--- config.mk ---
export PLATFORM = sky130hd
export DESIGN_NAME = despread_corr
export DESIGN_NICKNAME = d
export VERILOG_FILES = /design/src/rtl/despread_pkg.sv /design/src/rtl/csa_accum.sv /design/src/rtl/corr_lane.sv /design/src/rtl/despread_corr.sv
export SDC_FILE = /design/constraint.sdc
export NUM_CORES = 1
export LEC_CHECK = 0
export ABC_AREA = 1
export BUFFER_PORTS_ARGS = -buffer_cell sky130_fd_sc_hd__buf_2
export CAP_MARGIN = 15
export CORE_MARGIN = 2
export CORE_UTILIZATION = 67
export DETAILED_ROUTE_END_ITERATION = 10
export PLACE_DENSITY_LB_ADDON = 0.15
export REMOVE_ABC_BUFFERS = 1
export SYNTH_ARGS = -nofsm -noshare
export SYNTH_HDL_FRONTEND = slang
export SYNTH_SLANG_ARGS = --single-unit
--- constraint.sdc ---
create_clock -name clk -period 4.3 [get_ports clk]
set_input_delay 0.215 -clock clk [delete_from_list [all_inputs] [get_ports clk]]
set_output_delay 0.215 -clock clk [all_outputs]
set_load 0.05 [all_outputs]
--- src/rtl/despread_pkg.sv ---
package despread_pkg;
  localparam int NUM_LANES = 2;
  localparam int LANE_I = 0;
  localparam int LANE_Q = 1;

  function automatic int acc_width(input int mag_w, input int chips);
    return $clog2(chips * ((1 << mag_w) - 1) + 1);
  endfunction
endpackage

--- src/rtl/csa_accum.sv ---
module csa_accum #(
  parameter int MAG_W = 3,
  parameter int ACC_W = 9
) (
  input  logic             clk,
  input  logic             rst,
  input  logic             en,
  input  logic             dump,
  input  logic [MAG_W-1:0] addend,
  output logic [ACC_W-1:0] hold_s,
  output logic [ACC_W-1:0] hold_c
);
  logic [ACC_W-1:0] s_q, c_q, a_ext, nxt_s, maj, nxt_c, tot;

  assign a_ext = {{(ACC_W-MAG_W){1'b0}}, addend};
  // 3:2 compression per bit, carries shift up one place and are never propagated
  assign nxt_s = s_q ^ c_q ^ a_ext;
  assign maj   = (s_q & c_q) | (s_q & a_ext) | (c_q & a_ext);
  assign nxt_c = {maj[ACC_W-2:0], 1'b0};
  assign tot   = s_q + c_q;

  always_ff @(posedge clk) begin
    if (rst) begin
      s_q    <= '0;
      c_q    <= '0;
      hold_s <= '0;
      hold_c <= '0;
    end else if (en) begin
      if (dump) begin
        hold_s <= nxt_s;
        hold_c <= nxt_c;
        s_q    <= '0;
        c_q    <= '0;
      end else begin
        s_q <= nxt_s;
        c_q <= nxt_c;
      end
    end
  end

  assert_zero_mag_R7: assert property (@(posedge clk) disable iff (rst)
    (en && !dump && addend == '0) |=> $stable(tot));
  assert_idle_hold_R6: assert property (@(posedge clk) disable iff (rst)
    !en |=> $stable(tot));
  assert_fresh_start_R5: assert property (@(posedge clk) disable iff (rst)
    (en && dump) |=> (tot == '0));
endmodule

--- src/rtl/corr_lane.sv ---
module corr_lane #(
  parameter int MAG_W = 3,
  parameter int CHIPS = 64,
  parameter int ACC_W = 9,
  parameter int RES_W = 10
) (
  input  logic                    clk,
  input  logic                    rst,
  input  logic                    chip_en,
  input  logic                    dump,
  input  logic                    load,
  input  logic                    smp_sign,
  input  logic [MAG_W-1:0]        smp_mag,
  input  logic                    code_chip,
  output logic signed [RES_W-1:0] res
);
  localparam int MAXV = CHIPS * ((1 << MAG_W) - 1);

  logic             eff_neg;
  logic [MAG_W-1:0] pos_add, neg_add;
  logic [ACC_W-1:0] ps, pc, ns, nc, pos_tot, neg_tot;

  assign eff_neg = smp_sign ^ code_chip;
  assign pos_add = eff_neg ? '0 : smp_mag;
  assign neg_add = eff_neg ? smp_mag : '0;

  csa_accum #(.MAG_W(MAG_W), .ACC_W(ACC_W)) u_pos (
    .clk(clk), .rst(rst), .en(chip_en), .dump(dump),
    .addend(pos_add), .hold_s(ps), .hold_c(pc));

  csa_accum #(.MAG_W(MAG_W), .ACC_W(ACC_W)) u_neg (
    .clk(clk), .rst(rst), .en(chip_en), .dump(dump),
    .addend(neg_add), .hold_s(ns), .hold_c(nc));

  assign pos_tot = ps + pc;
  assign neg_tot = ns + nc;

  always_ff @(posedge clk) begin
    if (rst) res <= '0;
    else if (load) res <= $signed({1'b0, pos_tot}) - $signed({1'b0, neg_tot});
  end

  assert_res_range_R9: assert property (@(posedge clk) disable iff (rst)
    load |=> (res <= MAXV && res >= -MAXV));
endmodule

--- src/rtl/despread_corr.sv ---
module despread_corr
  import despread_pkg::*;
#(
  parameter int MAG_W = 3,
  parameter int CHIPS = 64,
  localparam int ACC_W = acc_width(MAG_W, CHIPS),
  localparam int RES_W = ACC_W + 1
) (
  input  logic                    clk,
  input  logic                    rst,
  input  logic                    chip_valid,
  input  logic                    code_chip,
  input  logic                    i_sign,
  input  logic [MAG_W-1:0]        i_mag,
  input  logic                    q_sign,
  input  logic [MAG_W-1:0]        q_mag,
  output logic                    res_valid,
  output logic signed [RES_W-1:0] res_i,
  output logic signed [RES_W-1:0] res_q
);
  localparam int CNT_W = (CHIPS > 1) ? $clog2(CHIPS) : 1;

  logic [CNT_W-1:0] cnt;
  logic             last, dump_q;
  logic             sgn_v [NUM_LANES];
  logic [MAG_W-1:0] mag_v [NUM_LANES];
  logic signed [RES_W-1:0] res_v [NUM_LANES];

  assign last = (cnt == CNT_W'(CHIPS - 1));

  always_ff @(posedge clk) begin
    if (rst) begin
      cnt       <= '0;
      dump_q    <= 1'b0;
      res_valid <= 1'b0;
    end else begin
      if (chip_valid) cnt <= last ? '0 : cnt + CNT_W'(1);
      dump_q    <= chip_valid && last;
      res_valid <= dump_q;
    end
  end

  assign sgn_v[LANE_I] = i_sign;
  assign sgn_v[LANE_Q] = q_sign;
  assign mag_v[LANE_I] = i_mag;
  assign mag_v[LANE_Q] = q_mag;

  for (genvar g = 0; g < NUM_LANES; g++) begin : g_lane
    corr_lane #(.MAG_W(MAG_W), .CHIPS(CHIPS), .ACC_W(ACC_W), .RES_W(RES_W)) u_lane (
      .clk(clk), .rst(rst), .chip_en(chip_valid), .dump(last), .load(dump_q),
      .smp_sign(sgn_v[g]), .smp_mag(mag_v[g]), .code_chip(code_chip),
      .res(res_v[g]));
  end

  assign res_i = res_v[LANE_I];
  assign res_q = res_v[LANE_Q];

  assert_valid_pulse_R4: assert property (@(posedge clk) disable iff (rst)
    res_valid |=> !res_valid);
  assert_valid_follows_R4: assert property (@(posedge clk) disable iff (rst)
    (chip_valid && last) |=> ##1 res_valid);
  assert_count_hold_R6: assert property (@(posedge clk) disable iff (rst)
    !chip_valid |=> $stable(cnt));
  assert_result_hold_R10: assert property (@(posedge clk) disable iff (rst)
    !res_valid |-> ($stable(res_i) && $stable(res_q)));
endmodule

==> run_results.csv <==
group,metric,value,unit
outcome,status,"finished clean",
finish,areaGrowthSynthToFinish,8.55,%
place,gp_congestion,0.911,
clock_tree,clockRootBuffer,"clkbuf_16",
timing,finalHoldViolations,0,
pwr,sw_frac_of_total,0.238,
synthesis,synth_area,8420,um2
synthesis,yosysSeqAreaShare,0.390,
clock_tree,numClockSinks,164,
die,die_y,116,um
global_routing,grt-ovfl-total,0,
drt,drc,0,
worst_setup_path,critical_path.startpoint_type,"register",
clock_tree,clock_latency,430,ps
synthesis,postSynthCellCount,1111,
die,boundaryPins,33,
drt,drt_iter0_drc,453,
die,dieWidth,116,um
pwr,power_density,341,nW/um2
pwr,p_int,2.38,mW
place,dp_hpwl,11.1,mm
timing,worst_slack,1730,ps
worst_hold_path,hold_class,"in2reg",
timing,slew_headroom,0.272,
worst_setup_path,cp-end-kind,"register",
synthesis,synth_area_per_cell,7.58,um2
job,cap_viol_max_count,0,
timing,period_needed,2570,ps
drt,wl,16.9,mm
clock_tree,cts.repair.resized,0,
pwr,power_switching,0.743,mW
drt,vias,7009,
clock_tree,path_clk_slew,60,ps
drt,dr.pass1.iters,5,
die,rows,40,
pwr,ir_worst_vdd,0.362,mV
die,core_area,12200,um2
synthesis,ys_seq_elements,164,
die,initial_core_util,0.692,
pwr,comb_power_share,0.037,
timing,drv_slew,0,
clock_tree,cts_hold_buffers,0,
worst_setup_path,cp.required,4630,ps
drt,ant_nets,0,
synthesis,synth_cell_type_count,32,
clock_tree,cts_max_level,4,
global_routing,grt_pass1_vias,6507,
die,dieArea,13500,um2
place,io_buffers,32,
timing,tightestPinTransition,1090,ps
finish,antenna_cells,0,
place,dpl_worst_slack,1770,ps
timing,clock.fmax,390,MHz
pwr,clockPowerShare,0.470,
global_routing,antenna_found_initial,0,
drt,viasPerCell,5.39,
global_routing,grt.total_usage,0.274,
timing,skew,8.43,ps
worst_setup_path,crit_fanout,5,
drt,wl_per_cell,13.0,um
pwr,seq_power_share,0.493,
timing,finalCritPeriodShare,0.597,
finish,nets,1216,
clock_tree,post-cts-setup-buffer-count,0,
finish,drive_above_1_share,0.0839,
clock_tree,tritoncts,"built",
clock_tree,cts_buffers,17,
pwr,cellLeakagePower,4.52,nW
place,place_inst,1266,
timing,rsz0062_at_grt,"no",
global_routing,grt_pass1_wl,29.4,mm
worst_setup_path,critPathKind,"reg2reg",
synthesis,yosys_warnings,0,
timing,setup_tns,0,ps
worst_setup_path,arrival,2900,ps
global_routing,grt_start_max_net_pins,87,
finish,layout.cells.non_filler,1300,
clock_tree,cts_buffer_depth,2,
timing,finalSetupViolCount,0,
==> power groups by stage <==
stage | logic (mW) | registers (mW) | clock network (mW)
after floorplan | 0.0643 | 1.57 | 0
after global placement | 0.107 | 1.57 | 0
after detailed placement | 0.108 | 1.57 | 0
after CTS | 0.109 | 1.54 | 1.49
after global routing | 0.130 | 1.54 | 1.56
final | 0.114 | 1.54 | 1.47
==> metrics by stage <==
stage	hold WS (ps)	instance area, um2	util	power [mW]
after global routing	197	9140	0.751	3.23
after global placement	453	8520	0.701	1.68
after floorplan	284	8120	-	1.64
after detailed placement	455	8520	0.701	1.68
final	187	9140	0.751	3.12
after CTS	176	9100	0.748	3.14
==> cells by family after synthesis <==
group	after synthesis	synth area share
buffers and inverters	146	0.0780
DFF	164	0.390
AOI/OAI and AO/OA	139	0.0868
xor gates and xnor gates	37	0.0385
and+or+nand+nor	540	0.268
adders and majority gates	85	0.139
==> critical path, cell delays in order, from the launching register on <==
cell and delay, ps:
dfxtp_1 350, ha_1 180, inv_1 60, fa_1 460, inv_1 110, a31oi_1 120
xnor2_1 150, ha_1 360, nand2_1 130, inv_1 50, a21oi_1 180, nand2_1 70
nand2_1 50, nand3_1 60, nand2_1 100, inv_1 40
==> layout by cell type, fill, tap and decap left out, types with 5 or more instances in the layout <==
master	count
or2_2	5
dfxtp_1	164
xnor2_1	23
a21oi_1	99
nor2_1	57
inv_1	90
ha_1	71
nand4_1	8
a21o_1	5
o21ai_0	25
inv_2	7
nand2_2	11
fa_1	14
buf_2	32
nand2_1	355
nand3_1	93
xor2_1	14
clkbuf_16	17
inv_6	6
==> final timing paths <==
path                                                                     from                                            end  slack [ps]  cells past startpoint
worst max-delay path            g_lane[1].u_lane.u_pos.hold_s[1]$_SDFFE_PP0P_           g_lane[1].u_lane.res[7]$_SDFFE_PP0P_        1730                     15
worst max register to register  g_lane[1].u_lane.u_pos.hold_s[1]$_SDFFE_PP0P_           g_lane[1].u_lane.res[7]$_SDFFE_PP0P_        1730                     15
worst min-delay path                                               chip_valid  g_lane[1].u_lane.u_neg.hold_s[8]$_SDFFE_PP0P_         190                      3
worst min register to register           g_lane[0].u_lane.res[9]$_SDFFE_PP0P_           g_lane[0].u_lane.res[9]$_SDFFE_PP0P_         460                      2
==> synth_stat cells <==
master	n	area (um2)
nand2_1	355	1330
dfxtp_1	164	3280
a21oi_1	99	495
nand3_1	93	465
inv_1	90	338
ha_1	71	888
nor2_1	57	214
o21ai_0	25	125
xnor2_1	23	201
clkbuf_1	19	71.3
fa_1	14	280
xor2_1	14	123
buf_2	11	55.1
nand2_2	11	68.8
buf_6	8	90.1
nand4_1	8	50.1
buf_1	7	26.3
inv_2	7	26.3
a21o_1	5	37.5
or2_2	5	31.3
a21boi_0	4	30.0
a31oi_1	3	18.8
and3_1	3	18.8
nand3b_1	3	22.5
nor3_1	3	15.0
buf_4	2	15.0
nand3_4	2	35.0
buf_12	1	20.0
buf_8	1	15.0
o211ai_1	1	7.51
o21bai_1	1	7.51
o221ai_1	1	8.76
==> sequential cells by signal, indices dropped and copies added, names as in the netlist <==
name,cells
cnt,6
g_lane.u_lane.u_pos.c_q,16
g_lane.u_lane.res,20
g_lane.u_lane.u_pos.s_q,18
g_lane.u_lane.u_pos.hold_s,18
g_lane.u_lane.u_neg.c_q,16
dump_q,1
res_valid,1
g_lane.u_lane.u_neg.hold_c,16
g_lane.u_lane.u_neg.hold_s,18
g_lane.u_lane.u_neg.s_q,18
g_lane.u_lane.u_pos.hold_c,16
==> per-layer routing <==
| layer | up-vias | part of all wire | wire, um | track usage |
|---|---|---|---|---|
| met5 | - | 0 | 0 | 0 |
| met2 | 161 | 0.44 | 7510 | 0.445 |
| li1 | 3591 | - | - | - |
| met1 | 3232 | 0.49 | 8300 | 0.364 |
| met4 | 0 | 0.017 | 284 | 0.0857 |
| met3 | 25 | 0.049 | 831 | 0.0628 |
==> cell type report <==
class	instances	area, um2
clock buffers	17	425
flip-flops and latches	164	3280
fillers	983	3030
repair buffers	38	230
clock inverters	15	146
inverters	97	364
multi-input cells	801	4480
well taps	168	210
(Power assumes the default switching activity.)
